## src/rtl/sha1_pkg.sv

```systemverilog
package sha1_pkg;
  localparam int WORD_W    = 32;
  localparam int BLK_WORDS = 16;
  localparam int DIG_WORDS = 5;
  localparam int ROUNDS    = 80;
  localparam int GRP_LEN   = 20;

  typedef logic [WORD_W-1:0] word_t;

  function automatic word_t rotl(input word_t x, input int n);
    return (x << n) | (x >> (WORD_W - n));
  endfunction

  function automatic word_t init_val(input int i);
    case (i)
      0:       return 32'h67452301;
      1:       return 32'hEFCDAB89;
      2:       return 32'h98BADCFE;
      3:       return 32'h10325476;
      default: return 32'hC3D2E1F0;
    endcase
  endfunction

  function automatic word_t round_k(input logic [1:0] grp);
    case (grp)
      2'd0:    return 32'h5A827999;
      2'd1:    return 32'h6ED9EBA1;
      2'd2:    return 32'h8F1BBCDC;
      default: return 32'hCA62C1D6;
    endcase
  endfunction

  function automatic word_t round_f(input logic [1:0] grp, input word_t b,
                                    input word_t c, input word_t d);
    case (grp)
      2'd0:    return (b & c) | (~b & d);
      2'd2:    return (b & c) | (b & d) | (c & d);
      default: return b ^ c ^ d;
    endcase
  endfunction
endpackage

```

## src/rtl/sha1_msg_buf.sv

```systemverilog
module sha1_msg_buf
  import sha1_pkg::*;
#(
  parameter int N_WORDS = BLK_WORDS
) (
  input  logic  clk,
  input  logic  rst,
  input  logic  push,
  input  word_t push_data,
  input  logic  roll,
  output word_t head
);
  localparam int TAP_3  = N_WORDS - 3;
  localparam int TAP_8  = N_WORDS - 8;
  localparam int TAP_14 = N_WORDS - 14;

  word_t slot_q [N_WORDS];
  word_t expand;
  logic  shift;

  assign shift  = push | roll;
  assign expand = rotl(slot_q[TAP_3] ^ slot_q[TAP_8] ^ slot_q[TAP_14] ^ slot_q[0], 1);
  assign head   = slot_q[0];

  for (genvar i = 0; i < N_WORDS - 1; i++) begin : g_chain
    always_ff @(posedge clk) begin
      if (rst)        slot_q[i] <= '0;
      else if (shift) slot_q[i] <= slot_q[i+1];
    end
  end

  always_ff @(posedge clk) begin
    if (rst)        slot_q[N_WORDS-1] <= '0;
    else if (push)  slot_q[N_WORDS-1] <= push_data;
    else if (roll)  slot_q[N_WORDS-1] <= expand;
  end
endmodule

```

## src/rtl/sha1_round_engine.sv

```systemverilog
module sha1_round_engine
  import sha1_pkg::*;
(
  input  logic                             clk,
  input  logic                             rst,
  input  logic                             start,
  input  word_t                            w_head,
  output logic                             busy,
  output logic                             finish,
  output logic [DIG_WORDS-1:0][WORD_W-1:0] digest
);
  localparam int RND_W = $clog2(ROUNDS);
  localparam logic [RND_W-1:0] LAST_RND = RND_W'(ROUNDS - 1);

  word_t a_q, b_q, c_q, d_q, e_q;
  logic [RND_W-1:0] rnd_q;
  logic [1:0] grp;
  word_t t_sum;

  always_comb begin
    if (rnd_q < RND_W'(GRP_LEN))          grp = 2'd0;
    else if (rnd_q < RND_W'(2 * GRP_LEN)) grp = 2'd1;
    else if (rnd_q < RND_W'(3 * GRP_LEN)) grp = 2'd2;
    else                                  grp = 2'd3;
  end

  assign t_sum  = rotl(a_q, 5) + round_f(grp, b_q, c_q, d_q) + e_q + round_k(grp) + w_head;
  assign finish = busy && (rnd_q == LAST_RND);

  always_ff @(posedge clk) begin
    if (rst) begin
      busy  <= 1'b0;
      rnd_q <= '0;
      a_q <= '0; b_q <= '0; c_q <= '0; d_q <= '0; e_q <= '0;
      digest <= '0;
    end else if (start) begin
      busy  <= 1'b1;
      rnd_q <= '0;
      a_q <= init_val(0); b_q <= init_val(1); c_q <= init_val(2);
      d_q <= init_val(3); e_q <= init_val(4);
    end else if (busy) begin
      a_q <= t_sum;
      b_q <= a_q;
      c_q <= rotl(b_q, 30);
      d_q <= c_q;
      e_q <= d_q;
      rnd_q <= rnd_q + 1'b1;
      if (finish) begin
        busy      <= 1'b0;
        digest[0] <= init_val(0) + t_sum;
        digest[1] <= init_val(1) + a_q;
        digest[2] <= init_val(2) + rotl(b_q, 30);
        digest[3] <= init_val(3) + c_q;
        digest[4] <= init_val(4) + d_q;
      end
    end
  end


  rnd_range_chk: assert property (@(posedge clk) disable iff (rst)
    busy |-> (rnd_q <= LAST_RND));

  no_restart_chk: assert property (@(posedge clk) disable iff (rst)
    start |-> !busy);
endmodule

```

## src/rtl/sha1_wb_regs.sv

```systemverilog
module sha1_wb_regs
  import sha1_pkg::*;
#(
  parameter int ADDR_W = 8
) (
  input  logic                             clk,
  input  logic                             rst,
  input  logic                             active,
  input  logic                             cyc,
  input  logic                             stb,
  input  logic                             we,
  input  logic [ADDR_W-1:0]                adr,
  input  word_t                            wdata,
  output word_t                            rdata,
  output logic                             ack,
  input  logic                             busy,
  input  logic                             finish,
  input  logic [DIG_WORDS-1:0][WORD_W-1:0] digest,
  output logic                             push,
  output logic                             start,
  output logic                             irq,
  output word_t                            dbg_word
);
  localparam int CNT_W = $clog2(BLK_WORDS);
  localparam int PTR_W = $clog2(DIG_WORDS);
  localparam logic [CNT_W-1:0] LAST_WORD = CNT_W'(BLK_WORDS - 1);
  localparam logic [PTR_W-1:0] LAST_DIG  = PTR_W'(DIG_WORDS - 1);
  localparam logic [ADDR_W-1:0] OFF_CNT = ADDR_W'(8'h00);
  localparam logic [ADDR_W-1:0] OFF_ID  = ADDR_W'(8'h04);
  localparam logic [ADDR_W-1:0] OFF_OPS = ADDR_W'(8'h08);
  localparam logic [ADDR_W-1:0] OFF_MSG = ADDR_W'(8'h0C);
  localparam logic [ADDR_W-1:0] OFF_DIG = ADDR_W'(8'h10);
  localparam logic [ADDR_W-1:0] OFF_DBG = ADDR_W'(8'h14);
  localparam word_t ID_CONST  = 32'h53484131;
  localparam word_t REG_COUNT = 32'd4;

  logic access, wr, rd, first;
  logic [CNT_W-1:0] wcnt_q;
  logic [PTR_W-1:0] rptr_q;
  logic done_q;

  assign access = cyc & stb & active;
  assign ack    = access;
  assign wr     = access & we;
  assign rd     = access & ~we;
  assign push   = wr && (adr == OFF_MSG) && !busy;
  assign start  = push && (wcnt_q == LAST_WORD);
  assign first  = push && (wcnt_q == '0);

  always_ff @(posedge clk) begin
    if (rst) begin
      wcnt_q   <= '0;
      rptr_q   <= '0;
      done_q   <= 1'b0;
      irq      <= 1'b0;
      dbg_word <= '0;
    end else begin
      if (push) wcnt_q <= start ? '0 : wcnt_q + 1'b1;
      if (first)       done_q <= 1'b0;
      else if (finish) done_q <= 1'b1;
      if (finish) irq <= 1'b1;
      else if (wr && (adr == OFF_OPS) && (wdata == '0)) irq <= 1'b0;
      if (first) rptr_q <= '0;
      else if (rd && (adr == OFF_DIG))
        rptr_q <= (rptr_q == LAST_DIG) ? '0 : rptr_q + 1'b1;
      if (wr && (adr == OFF_DBG)) dbg_word <= wdata;
    end
  end

  always_comb begin
    rdata = '0;
    if (rd) begin
      case (adr)
        OFF_CNT: rdata = REG_COUNT;
        OFF_ID:  rdata = ID_CONST;
        OFF_OPS: rdata = {28'd0, done_q, 2'b00, busy};
        OFF_DIG: rdata = digest[rptr_q];
        default: rdata = '0;
      endcase
    end
  end


  rptr_bound_chk: assert property (@(posedge clk) disable iff (rst)
    rptr_q <= LAST_DIG);

  done_after_busy_chk: assert property (@(posedge clk) disable iff (rst)
    $rose(done_q) |-> $past(busy));

  irq_with_done_chk: assert property (@(posedge clk) disable iff (rst)
    $rose(irq) |-> done_q);

  idle_load_chk: assert property (@(posedge clk) disable iff (rst)
    busy |-> (wcnt_q == '0));

  inactive_hold_chk: assert property (@(posedge clk) disable iff (rst)
    !active |=> $stable(wcnt_q));
endmodule

```

## src/rtl/sha1_wb_accel.sv

```systemverilog
module sha1_wb_accel
  import sha1_pkg::*;
#(
  parameter int ADDR_W = 8
) (
  input  logic              clk,
  input  logic              rst,
  input  logic              active,
  input  logic              wb_cyc_i,
  input  logic              wb_stb_i,
  input  logic              wb_we_i,
  input  logic [ADDR_W-1:0] wb_adr_i,
  input  logic [31:0]       wb_dat_i,
  output logic [31:0]       wb_dat_o,
  output logic              wb_ack_o,
  output logic              irq_o,
  output logic [31:0]       dbg_word_o
);
  logic  push, start, busy, finish;
  word_t head;
  logic [DIG_WORDS-1:0][WORD_W-1:0] digest;

  sha1_wb_regs #(.ADDR_W(ADDR_W)) u_regs (
    .clk(clk), .rst(rst), .active(active),
    .cyc(wb_cyc_i), .stb(wb_stb_i), .we(wb_we_i), .adr(wb_adr_i),
    .wdata(wb_dat_i), .rdata(wb_dat_o), .ack(wb_ack_o),
    .busy(busy), .finish(finish), .digest(digest),
    .push(push), .start(start), .irq(irq_o), .dbg_word(dbg_word_o)
  );

  sha1_msg_buf #(.N_WORDS(BLK_WORDS)) u_buf (
    .clk(clk), .rst(rst), .push(push), .push_data(wb_dat_i),
    .roll(busy), .head(head)
  );

  sha1_round_engine u_eng (
    .clk(clk), .rst(rst), .start(start), .w_head(head),
    .busy(busy), .finish(finish), .digest(digest)
  );
endmodule

```

## config.mk

```make
export PLATFORM = sky130hd
export DESIGN_NAME = sha1_wb_accel
export DESIGN_NICKNAME = d
export VERILOG_FILES = /design/src/rtl/sha1_pkg.sv /design/src/rtl/sha1_msg_buf.sv /design/src/rtl/sha1_round_engine.sv /design/src/rtl/sha1_wb_regs.sv /design/src/rtl/sha1_wb_accel.sv
export SDC_FILE = /design/constraint.sdc
export NUM_CORES = 2
export LEC_CHECK = 0
export CORE_ASPECT_RATIO = 1.75
export CORE_MARGIN = 2
export CORE_UTILIZATION = 58
export CTS_CLUSTER_DIAMETER = 80
export DETAILED_ROUTE_END_ITERATION = 8
export DONT_BUFFER_PORTS = 1
export GPL_ROUTABILITY_DRIVEN = 0
export PLACE_DENSITY = 0.85
export SLEW_MARGIN = 20
export SYNTH_ARGS = -nofsm -noshare
export SYNTH_HDL_FRONTEND = slang
export SYNTH_SLANG_ARGS = --single-unit
```

## constraint.sdc

```tcl
create_clock -name clk -period 20.8 [get_ports clk]
set_clock_uncertainty 0.1 [all_clocks]
set_input_delay 5.2 -clock clk [delete_from_list [all_inputs] [get_ports clk]]
set_output_delay 5.2 -clock clk [all_outputs]
set_load 0.02 [all_outputs]
```

## Word-level counts from Yosys, hierarchy flattened

Memory sizes are Yosys's and may differ from the RTL's.
Index checks and enable logic that the tools add are counted.

- Register bits: 369
- Memory bits (writable): 512
- Memories kept: 1

Memory list:

| name | depth | width | read ports | clocked after memory_dff | wr ports | line | RTL |
|---|---|---|---|---|---|---|---|
| u_buf.slot_q | 16 | 32 | 16 | 0 | 16 | sha1_msg_buf.sv:17 | `word_t slot_q [N_WORDS];` |

- Add/sub/neg operators: 12
- $lt $le $gt $ge: 4
- Eq/ne operators: 10
- Muxes and demuxes: 55
- Bitwise gates (word level): 40
- Reduce and logical (&&, ||, !) cells: 19

Operator list:

| kind | count |
|---|---|
| 32-bit 2-to-1 mux | 25 |
| 32-bit XOR | 5 |
| 32-bit adder | 4 |
| 32-bit AND | 4 |
| 32-bit case mux with 4 select lines | 1 |
| 32-bit adder, first input constant | 3 |
| 32-bit binary-select mux with 3-bit select | 1 |
| 32-bit bitwise OR | 3 |
| 32-bit case mux with 3 select lines | 1 |
| 32-bit case mux with 2 select lines | 1 |
| 31-bit 2-to-1 mux | 2 |
| 29-bit 2-to-1 mux | 2 |
| 29-bit by 32-bit adder with 32-bit output, first input constant | 1 |
| 31-bit by 32-bit adder with 32-bit output, first input constant | 1 |
| 32-bit zero test | 1 |
| 32-bit NOT | 1 |
| 32-bit by 1-bit bitwise OR with 32-bit output | 1 |
| 32-bit by 30-bit bitwise OR with 32-bit output | 1 |
| 32-bit by 5-bit bitwise OR with 32-bit output | 1 |
| 1-bit 2-to-1 mux | 18 |
| 1-bit bitwise OR | 18 |
| 8-bit by 4-bit equality test with 1-bit output, second input constant | 2 |
| 8-bit by 5-bit equality test with 1-bit output, second input constant | 2 |
| 7-bit by 6-bit < comparator with 1-bit output, second input constant | 2 |
| 24 further kinds | 39 |

## Logic depth before layout (Yosys ltp)

- Depth in word-level cells: 12
- Gate-level depth with buffers: 30

## Cells and area by module

A second synthesis with hierarchy kept.

- Cell total of the unflattened synthesis: 4001
- Area total of the unflattened synthesis: 43775.7 um2

By module, submodules not included:

| module | instances | cells each | area each (um2) | sequential area each (um2) |
|---|---|---|---|---|
| sha1_round_engine | 1 | 2437 | 20392.1 | 6566.3 |
| sha1_msg_buf | 1 | 1218 | 20046.7 | 15374.7 |
| sha1_wb_regs | 1 | 346 | 3337.0 | 820.8 |

## Worst setup path before layout

Ideal clock, no wire load.

- Kind: input to register
- Start point: input port rst
- End point: memory u_buf.slot_q[0][0] (netlist name), enable pin
- Library setup time: 0.932 ns
- Arrival: 17.182 ns
- Data required time: 19.768 ns
- Setup slack: 2.586 ns
- Stages on the path: 3
- Path through: clkbuf_1 clkbuf_1 nand2b_1

RTL lines:

| element | line | RTL |
|---|---|---|
| start, declared | sha1_wb_accel.sv:7 | `input logic rst,` |
| end, declared | sha1_msg_buf.sv:17 |  |

## Worst setup path in the final report

- Start point: input port wb_adr_i[1]
- End point: output port wb_dat_o[7]

- Word-level cells in the longest chain between the ends: 3
- Elaborated cells between the ends (all ways): 6
- Those cells by class: eq/ne (3); mux (2); reduce/logical (1)

Ends and longest elaborated chain:

| element | line | RTL |
|---|---|---|
| start, declared | sha1_wb_accel.sv:12 | `input logic [ADDR_W-1:0] wb_adr_i,` |
| 8-bit by 5-bit equality test with 1-bit output, or another cell as far along | sha1_wb_regs.sv:73 | `case (adr)` |
| 32-bit case mux with 4 select lines * | sha1_wb_regs.sv:73 |  |
| 32-bit 2-to-1 mux * | sha1_wb_regs.sv:72 | `if (rd) begin` |
| end, declared | sha1_wb_accel.sv:14 | `output logic [31:0] wb_dat_o,` |

Mark *: on every way between the ends. The rest lies on a longest branch, timed or not.

==> results by stage <==
Setup path:
- STA classifies the critical path endpoint as an output port.
- STA classifies the critical path startpoint as a primary input.
- For the worst setup path, the data required time is 15.50 ns.
- The largest single stage delay on the critical path is 0.91 ns.
- The critical path data arrival time is 8.16 ns.
- The cell with the largest stage delay on the worst path is nand3b_1.
- Among the stages of the critical path, the cell type that occurs most often is nor2_1.
- Traced cell by cell, the critical path runs through nor3_1 > nand2_1 > or3_1 > nor2_1 > nand3b_1 > nor2_1.
- Of all nets on the critical path, the largest fanout is 24.
- The gate family responsible for the most delay along the worst path is simple AND/OR/NAND/NOR gates.
- The critical path is of the in -> out type.
- The number of buffers and inverters on the critical path is 0.

Global routing:
- The wire length of the first global-routing pass is 163000 um.
- The remaining global-route overflow is 0.
- Global routing consumed, over all layers together, 27.8% of the routing resources.
- The maximum number of pins on one net before global-route repair is 349.
- The number of global-route vias before repair came to 28985.
- The number of antenna violations at the first check in global routing came to 1.

Synthesis:
- The number of register bits inferred by synthesis is 881.
- After synthesis, the cell types taking the most area are edfxtp_1 (36%), dfxtp_1 (17%), and2_1 (7.1%).
- The portion of synthesized area spent on multiplexers is 3.73%.
- The summed instance area of the synthesized netlist is 43100 um2.
- The area fraction in compound gates after synthesis is 10.3%.
- The gate count after technology mapping is 3975.
- Of the total synthesized cell area, the portion taken by XOR and XNOR cells is 4.81%.
- The synthesized-area fraction occupied by adder cells is 7.08%.
- The distinct cell type count of the synthesized netlist is 94.
- Sequential cells were found to cover 52.9% of the synthesized design area.
- The synthesized design spends more area on one cell type than any other, namely edfxtp_1.
- After synthesis, the share of flip-flops with an asynchronous set or reset is 0%.
- The number of warnings printed during yosys synthesis is 0.
- The area share of and/or/nand/nor cells after synthesis is 16.6%.
- Counting every net in the synthesized netlist gives 4192.
- The synthesized design contains 512 enable-type register cells.
- Among all flip-flop cells after synthesis, the most frequent one is edfxtp_1.
- Each instance of the synthesized netlist takes up on average 10.8 um2.
- The main combinational cell family by area after synthesis is simple AND/OR/NAND/NOR gates.
- The share of the synthesized area in the top cell type is 35.7%.

Cells and area:
- The final design instance area without fill is 46300 um2.
- In the layout the commonest cells are edfxtp_1 (512), and2_1 (486), dfxtp_1 (367), nor2_1 (313), nand2_1 (304).
- From synthesis to final layout, the design area changed by 7.58%.
- After the last flow step, the layout net total stands at 4047.
- In the final layout, the share of cells above drive strength 1 is 6.68%.
- After filler insertion, the fill cell instance count of the layout stands at 5464.
- Cells fill 62.7% of the core in the end.
- The most common cell after layout, fill and taps aside is edfxtp_1.

Clocking:
- The deepest level of the CTS H-tree is 3.
- Buffers added to address setup during post-CTS repair amount to 0.
- At the later pin of the worst-skew pair, clock insertion delay measures 0.68 ns.
- The CTS tree is done.
- Clock-pin slew was measured on the worst setup and hold paths at 0.07 ns.
- The clock drives 881 sinks.
- CTS placed an instance of clkbuf_16 at the clock tree root.
- After clock tree synthesis, the flow added hold-fix buffers numbering 0.
- The number of clock buffers added by TritonCTS is 78.
- The number of resized instances in the post-cts repair step is 0.
- The number of buffers on the longest clock path is 3.

Floorplan:
- The die covers 76500 um2.
- The initial utilization of the core area, before any placement, comes to 58.3%.
- The die boundary width is 210 um.
- The placement row count is 132.
- The total core area is 73800 um2.
- The number of top-level pins is 112.
- The die is 364 um tall.

Job:
- The reported max-cap violation count is 0.

Placed design:
- After detailed placement, the total cell area comes to 43500 um2.
- The number of port buffers is 0.
- The post-DP HPWL is 69600 um.

Power and ir drop:
- Power spread over the standard cell area amounts to 76.5 nW/um2.
- The leakage dissipation is 0.0167 uW.
- IR analysis of the VDD net gives a maximum drop of 79.4 uV.

STA:
- The final count of negative-setup-slack endpoints is 0.
- The count of final max-slew check failures came to 0.
- The routed design could run at a clock period as short as 13.46 ns.
- The total negative setup slack is 0 ns.
- For the pin with the worst max-slew slack, the measured transition is 1.18 ns.
- The final number of hold-violating endpoints came to 0.
- The worst-case headroom to the max-slew limit is 21.6%.
- The achievable frequency is 74.3 MHz.
- The final critical path takes up 64.7% of the cycle.
- Setup repair after global routing left no endpoint under its margin.

Detailed routing:
- The first detailed-routing pass took 6 iterations.
- Wires add up to 106000 um.
- The total number of vias is 29379.
- The post-detailed-route count of antenna-violating nets is 0.
- The met3 wire length is 7590 um.
- In the routed design, unresolved DRC markers number 0.
- The uppermost layer routed is met5.
- The number of DRC markers in iteration 0 is 2847.
- The wire length on met2 is 52600 um.
- After detailed routing, the average wire length per cell comes to 21.9 um.
- The wire length the detailed router placed on met1 is 39000 um.
- The post-detailed-route via-to-cell ratio is 6.08.

Run status:
- The flow ran to the end, and the final reports show no timing, DRC or antenna violations.

Hold path:
- The class of the tightest hold or removal check is reg -> reg.
[state kept, by name, indices dropped and copies added (netlist names)]
name / count
u_buf.slot_q: 512
u_eng.a_q: 32
u_eng.b_q: 32
u_eng.busy: 1
u_eng.c_q: 32
u_eng.d_q: 32
u_eng.digest: 160
u_eng.e_q: 32
u_eng.rnd_q: 7
u_regs.dbg_word: 32
u_regs.done_q: 1
u_regs.irq: 1
u_regs.rptr_q: 3
u_regs.wcnt_q: 4
[layer usage]
layer  vias up  global-route usage [%]
li1      13370                       -
met1     14409                    32.3
met2      1259                    47.6
met3       339                    5.08
met4         2                    17.1
met5         -                       0
[power breakdown]
part / total (uW) / internal, uW / switching (uW)
Combinational: 121 / 39.8 / 81.1
Sequential: 1890 / 1870 / 15.1
Clock: 1540 / 862 / 677
Total: 3550 / 2770 / 773
[stage by stage]
stage / setup slack, ns / total power [uW] / cells / hold slack (ns)
floorplan: 2.59 / 2040 / 3975 / 0.326
global placement: 7.31 / 2040 / 4685 / 0.334
detailed placement: 7.21 / 2040 / 4685 / 0.341
CTS: 7.20 / 3560 / 4830 / 0.349
global route: 7.01 / 3640 / 4833 / 0.366
finish: 7.34 / 3550 / 4834 / 0.352
[layout make-up]
| cell class | instances | area [um2] | area share [%] |
|---|---|---|---|
| Sequential cell | 881 | 22800 | 49.1 |
| Multi-Input combinational cell | 2577 | 18400 | 39.7 |
| Clock buffer | 105 | 2230 | 4.80 |
| Tap cell | 938 | 1170 | 2.53 |
| Inverter | 264 | 991 | 2.14 |
| Clock inverter | 40 | 478 | 1.03 |
| Timing Repair Buffer | 28 | 312 | 0.673 |
| Antenna cell | 1 | 2.50 | 0.00540 |
[Yosys cell counts (7+ instances only)]
cell,number
nor4_1,13
a221oi_1,27
nand4_1,19
nor2_1,317
nor3_1,130
nand3_1,34
xnor2_1,161
edfxtp_1,512
ha_1,51
buf_2,16
nand2_1,305
dfxtp_1,369
inv_1,261
clkbuf_1,217
nand3b_1,13
o21ai_1,9
a21o_1,31
and2_1,486
mux4_2,32
a311oi_1,19
o21a_1,9
or3_1,20
fa_1,120
o211ai_1,11
nand2b_1,14
a211oi_1,124
o21ai_2,7
a22oi_1,20
and3_1,13
buf_1,15
a22o_1,45
xor2_1,68
o21ai_0,72
mux2i_1,83
nor2b_1,7
a31oi_1,12
o21bai_1,8
a21oi_1,195
[path summary, 6_finish.rpt]
path / start / to / cells past startpoint / slack [ns]
setup / recovery: wb_adr_i[1] / wb_dat_o[7] / 6 / 7.34
hold / removal: u_eng.digest[154] / u_eng.digest[154] / 2 / 0.35
setup reg to reg: u_eng.rnd_q[5] / u_eng.digest[25] / 24 / 12.90
hold reg to reg: u_eng.digest[154] / u_eng.digest[154] / 2 / 0.35
[logic make-up (layout without fill, tap and decap cells)]
kind of cell	Yosys count	after routing
buffers and inverters	517	437
DFF	881	881
muxes	120	120
xor gates and xnor gates	233	233
other	0	1
adders and majority gates	172	172
AOI/OAI and AO/OA	648	648
and+or+nand+nor	1404	1404
[worst register-to-register path: cells and delay by family, from the launching register on]
family	cells	cell delay [ns]
and+or+nand+nor	3	0.42
adders and majority gates	5	2.21
AOI/OAI and AO/OA	10	3.02
xor gates and xnor gates	1	0.68
buffers and inverters	5	0.89
DFF	1	0.48
Power figures use the tool's default switching activity.
